$ cat src/rtl/codec_seq_pkg.sv
package codec_seq_pkg;

    typedef enum logic [2:0] {
        ST_IDLE,
        ST_RST_LOW,
        ST_WRITE,
        ST_VREF_WAIT,
        ST_LOCK_WAIT,
        ST_CLK_ON,
        ST_RUNNING
    } seq_state_t;

    typedef struct packed {
        logic [7:0] addr;
        logic [7:0] data;
    } reg_wr_t;

    // Write steps: 0 dummy, 1 format, 2 PLL/rate, 3 reference power-up, 4 PLL enable
    localparam int unsigned STEP_CNT  = 5;
    localparam int unsigned STEP_VREF = 3;
    localparam int unsigned STEP_PLL  = 4;

endpackage

$ cat src/rtl/codec_step_rom.sv
module codec_step_rom
    import codec_seq_pkg::*;
#(
    parameter logic [7:0] DUMMY_ADDR = 8'h00,
    parameter logic [7:0] DUMMY_DATA = 8'h00,
    parameter int unsigned IDX_W     = 3
) (
    input  logic [IDX_W-1:0] idx,
    output reg_wr_t          wr
);

    always_comb begin
        unique case (idx)
            IDX_W'(0): wr = '{addr: DUMMY_ADDR, data: DUMMY_DATA};
            IDX_W'(1): wr = '{addr: 8'h05, data: 8'h42};
            IDX_W'(2): wr = '{addr: 8'h06, data: 8'h0D};
            IDX_W'(3): wr = '{addr: 8'h00, data: 8'h40};
            IDX_W'(4): wr = '{addr: 8'h01, data: 8'h03};
            default:   wr = '{addr: DUMMY_ADDR, data: DUMMY_DATA};
        endcase
    end

endmodule

$ cat src/rtl/codec_wait_timer.sv
module codec_wait_timer #(
    parameter int unsigned CNT_W = 20
) (
    input  logic             clk,
    input  logic             rst_n,
    input  logic             load,
    input  logic [CNT_W-1:0] load_val,
    output logic             expired
);

    logic [CNT_W-1:0] cnt_q;

    always_ff @(posedge clk) begin
        if (!rst_n) begin
            cnt_q <= '0;
        end else if (load) begin
            cnt_q <= load_val;
        end else if (cnt_q != '0) begin
            cnt_q <= cnt_q - 1'b1;
        end
    end

    assign expired = (cnt_q == '0);

endmodule

$ cat src/rtl/codec_bringup_seq.sv
module codec_bringup_seq
    import codec_seq_pkg::*;
#(
    parameter int unsigned CLK_HZ        = 100_000_000,
    parameter int unsigned RST_LOW_NS    = 150,
    parameter int unsigned VREF_WAIT_US  = 3000,
    parameter int unsigned LOCK_WAIT_US  = 10000,
    parameter logic [7:0]  DUMMY_ADDR    = 8'h00,
    parameter logic [7:0]  DUMMY_DATA    = 8'h00
) (
    input  logic       clk,
    input  logic       rst_n,
    input  logic       start,
    input  logic       wr_ack,
    output logic       codec_pdn_n,
    output logic [7:0] wr_addr,
    output logic [7:0] wr_data,
    output logic       wr_req,
    output logic       aif_clk_en,
    output logic       seq_done
);

    // Cycle counts, rounded up so each minimum time is met
    localparam logic [63:0] HZ64     = 64'(CLK_HZ);
    localparam logic [63:0] RST_RAW  = (64'(RST_LOW_NS) * HZ64 + 64'd999_999_999) / 64'd1_000_000_000;
    localparam logic [63:0] VREF_RAW = (64'(VREF_WAIT_US) * HZ64 + 64'd999_999) / 64'd1_000_000;
    localparam logic [63:0] LOCK_RAW = (64'(LOCK_WAIT_US) * HZ64 + 64'd999_999) / 64'd1_000_000;
    localparam logic [63:0] RST_CYC  = (RST_RAW  == 64'd0) ? 64'd1 : RST_RAW;
    localparam logic [63:0] VREF_CYC = (VREF_RAW == 64'd0) ? 64'd1 : VREF_RAW;
    localparam logic [63:0] LOCK_CYC = (LOCK_RAW == 64'd0) ? 64'd1 : LOCK_RAW;
    localparam logic [63:0] MAX_A    = (RST_CYC > VREF_CYC) ? RST_CYC : VREF_CYC;
    localparam logic [63:0] MAX_CYC  = (MAX_A > LOCK_CYC) ? MAX_A : LOCK_CYC;
    localparam int unsigned CNT_W    = $clog2(MAX_CYC + 64'd1);
    localparam int unsigned IDX_W    = $clog2(STEP_CNT);
    localparam logic [CNT_W-1:0] RST_LD  = CNT_W'(RST_CYC);
    localparam logic [CNT_W-1:0] VREF_LD = CNT_W'(VREF_CYC);
    localparam logic [CNT_W-1:0] LOCK_LD = CNT_W'(LOCK_CYC);

    seq_state_t       state_q, state_d;
    logic [IDX_W-1:0] idx_q, idx_d;
    logic             tmr_load;
    logic [CNT_W-1:0] tmr_val;
    logic             tmr_expired;
    reg_wr_t          step_wr;

    codec_wait_timer #(.CNT_W(CNT_W)) wait_tmr_i (
        .clk      (clk),
        .rst_n    (rst_n),
        .load     (tmr_load),
        .load_val (tmr_val),
        .expired  (tmr_expired)
    );

    codec_step_rom #(
        .DUMMY_ADDR (DUMMY_ADDR),
        .DUMMY_DATA (DUMMY_DATA),
        .IDX_W      (IDX_W)
    ) step_rom_i (
        .idx (idx_q),
        .wr  (step_wr)
    );

    // State register
    always_ff @(posedge clk) begin
        if (!rst_n) begin
            state_q <= ST_IDLE;
            idx_q   <= '0;
        end else begin
            state_q <= state_d;
            idx_q   <= idx_d;
        end
    end

    // Next-state and timer load
    always_comb begin
        state_d  = state_q;
        idx_d    = idx_q;
        tmr_load = 1'b0;
        tmr_val  = '0;
        unique case (state_q)
            ST_IDLE, ST_RUNNING: begin
                if (start) begin
                    state_d  = ST_RST_LOW;
                    idx_d    = '0;
                    tmr_load = 1'b1;
                    tmr_val  = RST_LD;
                end
            end
            ST_RST_LOW: begin
                if (tmr_expired) state_d = ST_WRITE;
            end
            ST_WRITE: begin
                if (wr_ack) begin
                    idx_d = idx_q + 1'b1;
                    if (idx_q == IDX_W'(STEP_VREF)) begin
                        state_d  = ST_VREF_WAIT;
                        tmr_load = 1'b1;
                        tmr_val  = VREF_LD;
                    end else if (idx_q == IDX_W'(STEP_PLL)) begin
                        state_d  = ST_LOCK_WAIT;
                        tmr_load = 1'b1;
                        tmr_val  = LOCK_LD;
                    end
                end
            end
            ST_VREF_WAIT: begin
                if (tmr_expired) state_d = ST_WRITE;
            end
            ST_LOCK_WAIT: begin
                if (tmr_expired) state_d = ST_CLK_ON;
            end
            ST_CLK_ON: state_d = ST_RUNNING;
            default:   state_d = ST_IDLE;
        endcase
    end

    // Outputs decoded from state
    always_comb begin
        codec_pdn_n = (state_q != ST_IDLE) && (state_q != ST_RST_LOW);
        wr_req      = (state_q == ST_WRITE);
        aif_clk_en  = (state_q == ST_CLK_ON) || (state_q == ST_RUNNING);
        seq_done    = (state_q == ST_RUNNING);
        wr_addr     = step_wr.addr;
        wr_data     = step_wr.data;
    end

    // no request while the codec is held in reset
    a_r5_req_needs_pdn: assert property (@(posedge clk) disable iff (!rst_n)
        wr_req |-> codec_pdn_n);

    // pending write is held until acknowledged
    a_r5_hold_until_ack: assert property (@(posedge clk) disable iff (!rst_n)
        (wr_req && !wr_ack) |=> (wr_req && $stable(wr_addr) && $stable(wr_data)));

    // audio clocks only with codec out of reset and no write pending
    a_r8_clk_gate_safe: assert property (@(posedge clk) disable iff (!rst_n)
        aif_clk_en |-> (codec_pdn_n && !wr_req));

    // done follows the clock enable
    a_r9_done_after_clk: assert property (@(posedge clk) disable iff (!rst_n)
        $rose(seq_done) |-> $past(aif_clk_en));

    // start ignored mid-sequence
    a_r10_busy_ignores_start: assert property (@(posedge clk) disable iff (!rst_n)
        (codec_pdn_n && !seq_done && start) |=> codec_pdn_n);

    // start when done drops everything next cycle
    a_r11_restart: assert property (@(posedge clk) disable iff (!rst_n)
        (seq_done && start) |=> (!codec_pdn_n && !aif_clk_en && !seq_done));

endmodule

$ cat config.mk
export PLATFORM = sky130hd
export DESIGN_NAME = codec_bringup_seq
export DESIGN_NICKNAME = d
export VERILOG_FILES = /design/src/rtl/codec_seq_pkg.sv /design/src/rtl/codec_step_rom.sv /design/src/rtl/codec_wait_timer.sv /design/src/rtl/codec_bringup_seq.sv
export SDC_FILE = /design/constraint.sdc
export NUM_CORES = 1
export LEC_CHECK = 0
export CAP_MARGIN = 0
export CORE_UTILIZATION = 55
export DETAILED_ROUTE_END_ITERATION = 8
export PLACE_DENSITY = 0.87
export SYNTH_ARGS = -nofsm -noshare
export SYNTH_HDL_FRONTEND = slang
export SYNTH_SLANG_ARGS = --single-unit
export TNS_END_PERCENT = 30
$ cat constraint.sdc
create_clock -name clk -period 3.8 [get_ports clk]
set_clock_uncertainty 0.1 [all_clocks]
set_input_delay 0.38 -clock clk [delete_from_list [all_inputs] [get_ports clk]]
set_output_delay 0.38 -clock clk [all_outputs]
set_load 0.01 [all_outputs]
==> flow_summary.ini, run 1 <==
[synthesis]
muxShareOfSynthArea_pct = 1.80
seq_area_frac_synth_pct = 29.9
synth_edf_count = 0
synth_commonest_cells = dfxtp_1 (26), nor2_1 (19), nand2_1 (14), o21ai_0 (14), nor3_1 (13)
syn_area_mm2 = 0.00174
synth_top_family_by_area = simple AND/OR/NAND/NOR gates
synth_compound_area_share_pct = 14.0
synthAdderAreaFrac_pct = 5.04
synth-async-reset-ratio_pct = 0
yosysMostFrequentCell = dfxtp_1
ys_ff_latch = 26
ys_top_cells_by_area = dfxtp_1 (30%), xnor2_1 (5.5%), buf_4 (5.2%)
synth_cell_type_count = 45
synth-simple-area-share_pct = 31.0
synthCells = 212
syn_avg_cell_area_um2 = 8.20
yosysWarnings = 0
synth_top_area_cell = dfxtp_1
synthXorXnorAreaFrac_pct = 9.58
synth-main-ff-cell = dfxtp_1
synth_top_cell_area_share_pct = 29.9

[timing]
min_period_ns = 2.56
hold_violations = 0
period_share_pct = 67.5
rsz0062_at_grt = false
max_freq_mhz = 390
max_slew_margin_pct = 65.5
finalSetupViolations = 0
fin_setup_tns_ns = 0
tightest_slew_ns = 0.516
final_max_slew_viol_count = 0

[place]
hpwlAfterDp_mm = 2.55
place_area_mm2 = 0.00187
gp_congestion = 0.890
dpl.cell_count = 261
io_buffers = 15

[grt]
antenna_found_initial = 0
grt_pass1_vias = 1284
grt_overflow = 0
grt_usage_pct = 22.7
grt_max_degree = 17
grt_pass1_wl_mm = 5.87

[final_layout]
layout-drive-gt1-share_pct = 9.50
num_antenna_cells = 0
fin_cells = 265
syn_to_final_growth_pct = 9.58
nets = 233
multiInputGateArea_mm2 = 0.00110
stdcell_area_mm2 = 0.00190
final-seq-area_um2 = 520
fillCellCount = 265

[critical_path]
start_kind = flip-flop
critPathArrivalTime_ns = 2.08
end_kind = output port
worstPathCellList = ha_1 -> ha_1 -> o21ai_0 -> a21oi_1 -> a31o_2 -> clkdlybuf4s50_1
rr_worst_depth = 7
r2r_slack_ns = 1.52
worstReg2RegEnd = wait_tmr_i.cnt_q[1]
cp_slowest_cell = clkdlybuf4s50_1
crit_top_cell = ha_1
path_class = flip-flop to output port
slowest_delay_ns = 0.52
reg2reg_from = wait_tmr_i.cnt_q[0]
cp.required_ns = 3.32
cp_max_fo = 6

[power]
seqPwrFrac_pct = 32.5
p_clk_share_pct = 9.0
powerDensity_mw_per_mm2 = 818
netSwitchingFraction_pct = 45.3
p_int_uw = 853
power_switching_uw = 706
combPwrFrac_pct = 58.4
vdd_ir_drop_max_mv = 0.414
power.leakage_uw = 0.000726

[drt]
drt_first_pass_iters = 4
vias = 1440
drc_errors = 0
drtIter0Drc = 39
wl_per_cell_um = 12.7
routed_wl_mm = 3.36
via_per_inst = 5.43
ant_nets = 0

[clock_network]
cts_resized = 0
cts_made_buffers = 3
cts_tree = done
cts_buffer_depth = 2
cts_hold_buf = 0
clk_latency_ns = 0.33
post_cts_buffers = 0
htreeDepth = 1
root_buffer = clkbuf_4
cts_sinks = 26
path_clk_slew_ns = 0.13

[floorplan]
die_w_um = 58.2
die_area_mm2 = 0.00339
core_mm2 = 0.00303
io_pins = 24
die_h_um = 58.2
initial_core_util_pct = 57.4
num_rows = 20

[worst_hold_path]
hp-class = flip-flop to flip-flop
min_path_cells = 2
hold_path_startpoint = idx_q[1]
min_to = idx_q[1]

[outcome]
status = completed

[run]
max_cap_viol_count = 0
## placed cells by master, fill, tap and decap left out, types with 3 or more instances in the layout
cell and n:
xnor2_1 11, o21ai_0 14, a21oi_1 8, nor3_1 13, ha_1 7, o21a_1 3, conb_1 8, nand2_1 14
nand3_1 3, or2_2 5, nor2_1 19, inv_1 8, nand2b_1 5, clkbuf_4 3, dfxtp_1 26, nand4_1 5
nor2b_1 3, xor2_1 8, o21ai_1 5, and2_1 3, clkdlybuf4s50_1 15
## layout make-up
type | count | area share (%)
inverter | 8 | 1.58
timing repair buffer | 16 | 8.28
clock buffer | 4 | 1.91
tap | 44 | 2.89
multi-input combinational | 167 | 58.0
sequential | 26 | 27.3
## layer usage
layer	global-route usage [%]	wire [um]	vias up
met3	2.68	100	4
met1	30.7	1660	664
met4	11.6	65	0
met5	0	0	-
met2	35.8	1530	25
li1	-	-	747
## kinds of logic (layout without fill, tap and decap cells)
group                      Yosys count  count (layout)
AOI/OAI and AO/OA                   41              41
xor gates and xnor gates            19              19
other                                1               8
and+or+nand+nor                     89              89
buffers and inverters               26              28
adders and majority gates            7               7
DFF                                 26              26
muxes                                3               3
## worst max path at each step
stage / start / end / slack, ns / depth (start not counted)
floorplan: wait_tmr_i.cnt_q[0] / wait_tmr_i.cnt_q[1] / 1.77 / 7
global placement: idx_q[1] / wr_data[6] / 1.59 / 6
detailed placement: wait_tmr_i.cnt_q[0] / wait_tmr_i.cnt_q[1] / 1.55 / 7
CTS: idx_q[1] / wr_data[6] / 1.21 / 6
global route: idx_q[1] / wr_data[6] / 1.07 / 6
finish: idx_q[1] / wr_data[6] / 1.24 / 6
## power groups by stage
| stage | registers, uW | clock network (uW) | logic, uW |
|---|---|---|---|
| 2_1_floorplan | 469 | 0 | 772 |
| 3_3_place_gp | 509 | 0 | 889 |
| 3_5_place_dp | 513 | 0 | 898 |
| 4_1_cts | 506 | 144 | 907 |
| 5_1_grt | 524 | 153 | 1010 |
| 6_report | 507 | 141 | 910 |
## stage by stage
| step | setup slack, ns | hold WS (ns) | utilization, % | total power [uW] |
|---|---|---|---|---|
| after floorplan | 1.77 | 0.388 | - | 1240 |
| after global placement | 1.59 | 0.413 | 61.7 | 1400 |
| after detailed placement | 1.55 | 0.417 | 61.7 | 1410 |
| after CTS | 1.21 | 0.435 | 62.9 | 1560 |
| after global routing | 1.07 | 0.459 | 62.9 | 1690 |
| final | 1.24 | 0.427 | 62.9 | 1560 |
## critical path, delay by kind of cell, from the launching register on
kind,cells,cell delay (ns)
buf+inv,1,0.52
compound gates,3,0.38
fa+ha+maj,2,0.48
flops,1,0.40
## flip-flops by register name (all words and copies together), names as in the netlist
name,cells
state_q,3
idx_q,3
wait_tmr_i.cnt_q,20
No activity file was read; power rests on OpenSTA's default activity.
==> run 2, diff against run 1 <==
Settings changed: CORE_UTILIZATION 55 to 49, PLACE_DENSITY 0.87 to 0.82.
Clock period 3.8 ns to 2.3 ns, I/O delays scaled along.
==> run 2 against run 1 <==
Against the previous run:
- flip-flop and latch count unchanged
- worst setup slack worse by 1.2 ns
- cell count up 3.0%
- design area increased by 5.5%
- sequential share of layout area fell by 0.74 points
- clock power is 67% higher
- power rose by 73%
- global-route usage decreased by 0.68 points
- sequential power increased by 63%
- first-iteration DRC count up 130%
- combinational power rose by 79%
- worst hold slack improved by 0.0025 ns
- largest cell class unchanged
==> flow_summary.ini, run 2 (same netlist as run 1, synthesis figures left out) <==
[outcome]
status = completed

[drt]
vias = 1512
wl_per_cell_um = 13.7
dr_wl_met3_um = 153
drt_first_pass_iters = 4
drc_errors = 0
highest_layer = met4
drtIter0Drc = 88
via_per_inst = 5.54
routed_wl_mm = 3.75
ant_nets = 0
wl_met1_mm = 1.74
wl_met2_mm = 1.80

[power]
p_int_uw = 1500
power_switching_uw = 1200
power.total_uw = 2690
p_clk_share_pct = 8.8
combPwrFrac_pct = 60.5
seqPwrFrac_pct = 30.7
powerDensity_mw_per_mm2 = 1340
power.leakage_uw = 0.000817
netSwitchingFraction_pct = 44.4
vdd_ir_drop_max_mv = 0.705

[clock_network]
cts_tree = done
root_buffer = clkbuf_4
cts_sinks = 26
htreeDepth = 1
cts_hold_buf = 0
cts_made_buffers = 3
clk_latency_ns = 0.32
path_clk_slew_ns = 0.15
cts_buffer_depth = 2

[final_layout]
top_regs = wait_tmr_i.cnt_q (20), idx_q (3), state_q (3)
largest_reg_flops = 20
final_common_cell = dfxtp_1
layout-drive-gt1-share_pct = 15.4
layout_common_cells = dfxtp_1 (21), nor2_1 (19), nand2_1 (14), o21ai_0 (13), nor3_1 (13)
fin_cells = 273
fillCellCount = 322
syn_to_final_growth_pct = 15.6
top_register = wait_tmr_i.cnt_q
multiInputGateArea_mm2 = 0.00114
stdcell_area_mm2 = 0.00201
num_antenna_cells = 0
nets = 239
final-seq-area_um2 = 534

[place]
io_buffers = 15
place_area_mm2 = 0.00192
gp_congestion = 0.838
hpwlAfterDp_mm = 2.67
dpl.cell_count = 269

[critical_path]
critical_path.top_delay_family = buffers and inverters
end_kind = output port
path_buf_inv = 2
slowest_delay_ns = 0.53
cp_max_fo = 4
worstPathCellList = inv_1 -> ha_1 -> nor2b_2 -> nand2b_1 -> clkdlybuf4s50_1
critPathArrivalTime_ns = 1.89
start_kind = flip-flop
cp_slowest_cell = clkdlybuf4s50_1
path_class = flip-flop to output port
cp.required_ns = 1.97

[floorplan]
io_pins = 24
num_rows = 21
die_w_um = 61.6
die_area_mm2 = 0.00379
initial_core_util_pct = 51.7
core_mm2 = 0.00336
die_h_um = 61.6

[timing]
finalSetupViolations = 0
tightest_slew_ns = 0.490
rsz0062_at_grt = true
hold_violations = 0
max_slew_margin_pct = 67.1
fin_setup_tns_ns = 0
holdWs_ns = 0.429
max_freq_mhz = 451
min_period_ns = 2.22
final_max_slew_viol_count = 0
period_share_pct = 96.4

[run]
max_cap_viol_count = 0

[grt]
grt_overflow = 0
grt_pass1_wl_mm = 6.24
antenna_found_initial = 0
grt_max_degree = 16
grt_usage_pct = 22.1
grt_pass1_vias = 1344

[worst_hold_path]
hp-class = flip-flop to flip-flop
run 2: routing by layer:
layer	up-vias	global-route usage [%]
li1	756	-
met2	32	35.6
met1	718	28.9
met4	0	6.35
met3	6	5.88
met5	-	0
run 2: cell type report:
| type | instances | area share, % |
|---|---|---|
| well taps | 46 | 2.86 |
| inverters | 8 | 1.49 |
| flip-flops and latches | 26 | 26.6 |
| multi-input cells | 167 | 56.8 |
| repair buffers | 22 | 10.5 |
| clock buffers | 4 | 1.81 |
run 2: final timing paths:
| kind | start | end | slack, ns | depth (start not counted) |
|---|---|---|---|---|
| setup / recovery | idx_q[0] | wr_data[0] | 0.08 | 5 |
| hold / removal | idx_q[1] | idx_q[1] | 0.43 | 2 |
| setup reg to reg | wait_tmr_i.cnt_q[0] | state_q[0] | 0.17 | 8 |
| hold reg to reg | idx_q[1] | idx_q[1] | 0.43 | 2 |
run 2: through the flow:
stage | util, % | setup WS [ns]
finish | 59.7 | 0.0829
global route | 59.7 | -0.0406
CTS | 58.6 | 0.00998
detailed placement | 57.0 | 0.174
global placement | 57.0 | 0.270
floorplan | - | 0.270
run 2: power by group through the flow:
stage,clock network (uW),logic [uW],registers (uW)
CTS,243,1610,819
floorplan,0,1270,775
global route,262,1810,852
finish,236,1630,827
global placement,0,1560,820
detailed placement,0,1570,827
run 2: worst reg2reg max path: cells and delay by family (launching register included):
kind            cells  cell delay (ns)
compound gates      1             0.08
fa+ha+maj           1             0.18
buf+inv             2             0.34
flops               1             0.37
simple gates        4             0.98
run 2: what timing repair did:
item | CTS | global route
endpoints found under the hold margin | 0 | 0
setup buffers | 0 | 0
setup endpoints to repair | 2 | 9
gates resized for setup | 7 | 11
==> run 3, diff against run 2 <==
Settings changed: GPL_TIMING_DRIVEN set to 0.
==> run 3 against run 2 <==
Against the previous run:
- via count increased by 0.93%
- die area unchanged
- global-route usage shrank 0.71 points
- critical path depth stayed put
- non-clock buffer count increased by 12
- highest routed layer unchanged
- combinational power about the same
- fmax decreased by 0.58%
- largest cell class unchanged
- flip-flop and latch count is the same
- worst hold slack worse by 0.0017 ns
- critical endpoint unchanged
- cell count increased by 4.4%
- design area grew 5.2%
- clock power increased by 39%
==> flow_summary.ini, run 3 (same netlist as run 1, synthesis figures left out) <==
[clock_network]
cts_sinks = 26
clk_latency_ns = 0.35
cts_hold_buf = 0
cts_tree = done
cts_buffer_depth = 2
htreeDepth = 1
cts_made_buffers = 3
root_buffer = clkbuf_4
path_clk_slew_ns = 0.16

[floorplan]
die_area_mm2 = 0.00379
initial_core_util_pct = 51.7
die_h_um = 61.6
io_pins = 24
core_mm2 = 0.00336
die_w_um = 61.6
num_rows = 21

[final_layout]
top_regs = wait_tmr_i.cnt_q (20), idx_q (3), state_q (3)
fillCellCount = 302
fin_cells = 285
final_util_pct = 62.8
syn_to_final_growth_pct = 21.6
num_antenna_cells = 0
multiInputGateArea_mm2 = 0.00116
final_common_cell = dfxtp_1
largest_reg_flops = 20
layout-drive-gt1-share_pct = 21.3
layout_common_cells = dfxtp_1 (22), nor2_1 (19), buf_4 (14), clkdlybuf4s50_1 (14)
nets = 251
stdcell_area_mm2 = 0.00211
top_register = wait_tmr_i.cnt_q
final-seq-area_um2 = 528

[power]
power.leakage_uw = 0.000850
vdd_ir_drop_max_mv = 0.741
power.total_uw = 2810
powerDensity_mw_per_mm2 = 1330

[timing]
period_share_pct = 97.0
max_freq_mhz = 448
finalSetupViolations = 0
max_slew_margin_pct = 66.0
final_max_slew_viol_count = 0
tightest_slew_ns = 0.506
holdWs_ns = 0.428
rsz0062_at_grt = true
hold_violations = 0
min_period_ns = 2.23

[drt]
drt_first_pass_iters = 4
vias = 1526
wl_per_cell_um = 13.4
routed_wl_mm = 3.82
drtIter0Drc = 64
ant_nets = 0
via_per_inst = 5.35
drc_errors = 0

[place]
gp_congestion = 0.870
io_buffers = 15
place_area_mm2 = 0.00197
hpwlAfterDp_mm = 2.76
dpl.cell_count = 280

[grt]
grt_usage_pct = 21.3
grt_overflow = 0
grt_max_degree = 16
grt_pass1_vias = 1339
antenna_found_initial = 0
grt_pass1_wl_mm = 6.00

[critical_path]
cp_max_fo = 4
crit_end = wr_data[0]
start_kind = flip-flop
rr_worst_depth = 7
critPathArrivalTime_ns = 1.90
path_class = flip-flop to output port
r2r_slack_ns = 0.12
cp.required_ns = 1.97
setup.worst_path.start = idx_q[0]
reg2reg_from = wait_tmr_i.cnt_q[1]
end_kind = output port
worstReg2RegEnd = wait_tmr_i.cnt_q[1]

[outcome]
status = completed

[worst_hold_path]
hp-class = flip-flop to flip-flop
hold_path_startpoint = idx_q[1]

[run]
max_cap_viol_count = 0
-- run 3: cell types whose count changed in the layout (fill, tap and decap cells not counted), moves of 2 or more --
cell	previous run	this run
buf_2	0	2
buf_4	7	14
ha_1	5	3
dfxtp_4	3	1
dlymetal6s2s_1	3	1
ha_2	0	2
clkdlybuf4s50_1	12	14
clkbuf_2	0	2
-- run 3: power breakdown --
| part | total [uW] | switching [uW] | internal [uW] |
|---|---|---|---|
| clock network | 328 | 152 | 177 |
| logic | 1650 | 838 | 812 |
| registers | 831 | 226 | 606 |
| total | 2810 | 1220 | 1590 |
-- run 3: worst max-delay path, stage by stage (launching register included) --
cell and delay, ns:
dfxtp_4 0.39, inv_1 0.11, ha_2 0.22, nor2b_4 0.17, nand2b_1 0.12, clkdlybuf4s50_1 0.53
-- run 3: final cells by class --
cell class / count / share of cell area, %
inverter: 8 / 1.42
sequential: 26 / 25.0
clock buffer: 3 / 1.07
clock inverter: 1 / 1.42
buffer: 17 / 5.39
tap: 46 / 2.72
multi-input combinational: 167 / 55.1
timing repair buffer: 17 / 7.93
-- run 3: how the worst min path moves through the flow --
stage	end	slack, ns	cells after the start
4_1_cts	idx_q[1]	0.43	2
2_1_floorplan	state_q[1]	0.28	2
3_3_place_gp	idx_q[1]	0.40	2
3_5_place_dp	idx_q[1]	0.41	2
6_report	idx_q[1]	0.43	2
5_1_grt	idx_q[1]	0.46	2
-- run 3: what timing repair did --
item / CTS / global route
setup buffers: 0 / 2
resized for setup: 12 / 15
pin swaps: 1 / 3
cloned: 0 / 0
hold endpoints to repair: 0 / 0
setup endpoints to repair: 6 / 23
-- run 3: stage by stage --
step	setup slack, ns	setup TNS [ns]
CTS	0.00395	0
global route	-0.0375	-0.0882
detailed placement	0.0210	0
finish	0.0700	0
global placement	0.0551	0
floorplan	0.270	0
-- run 3: metal layers --
metal,vias up,share of wire [%],GRT usage (%)
met5,-,0,0
met4,0,1.0,6.35
met3,5,4.2,4.62
met2,37,46,35.2
met1,705,48,27.9
li1,779,-,-
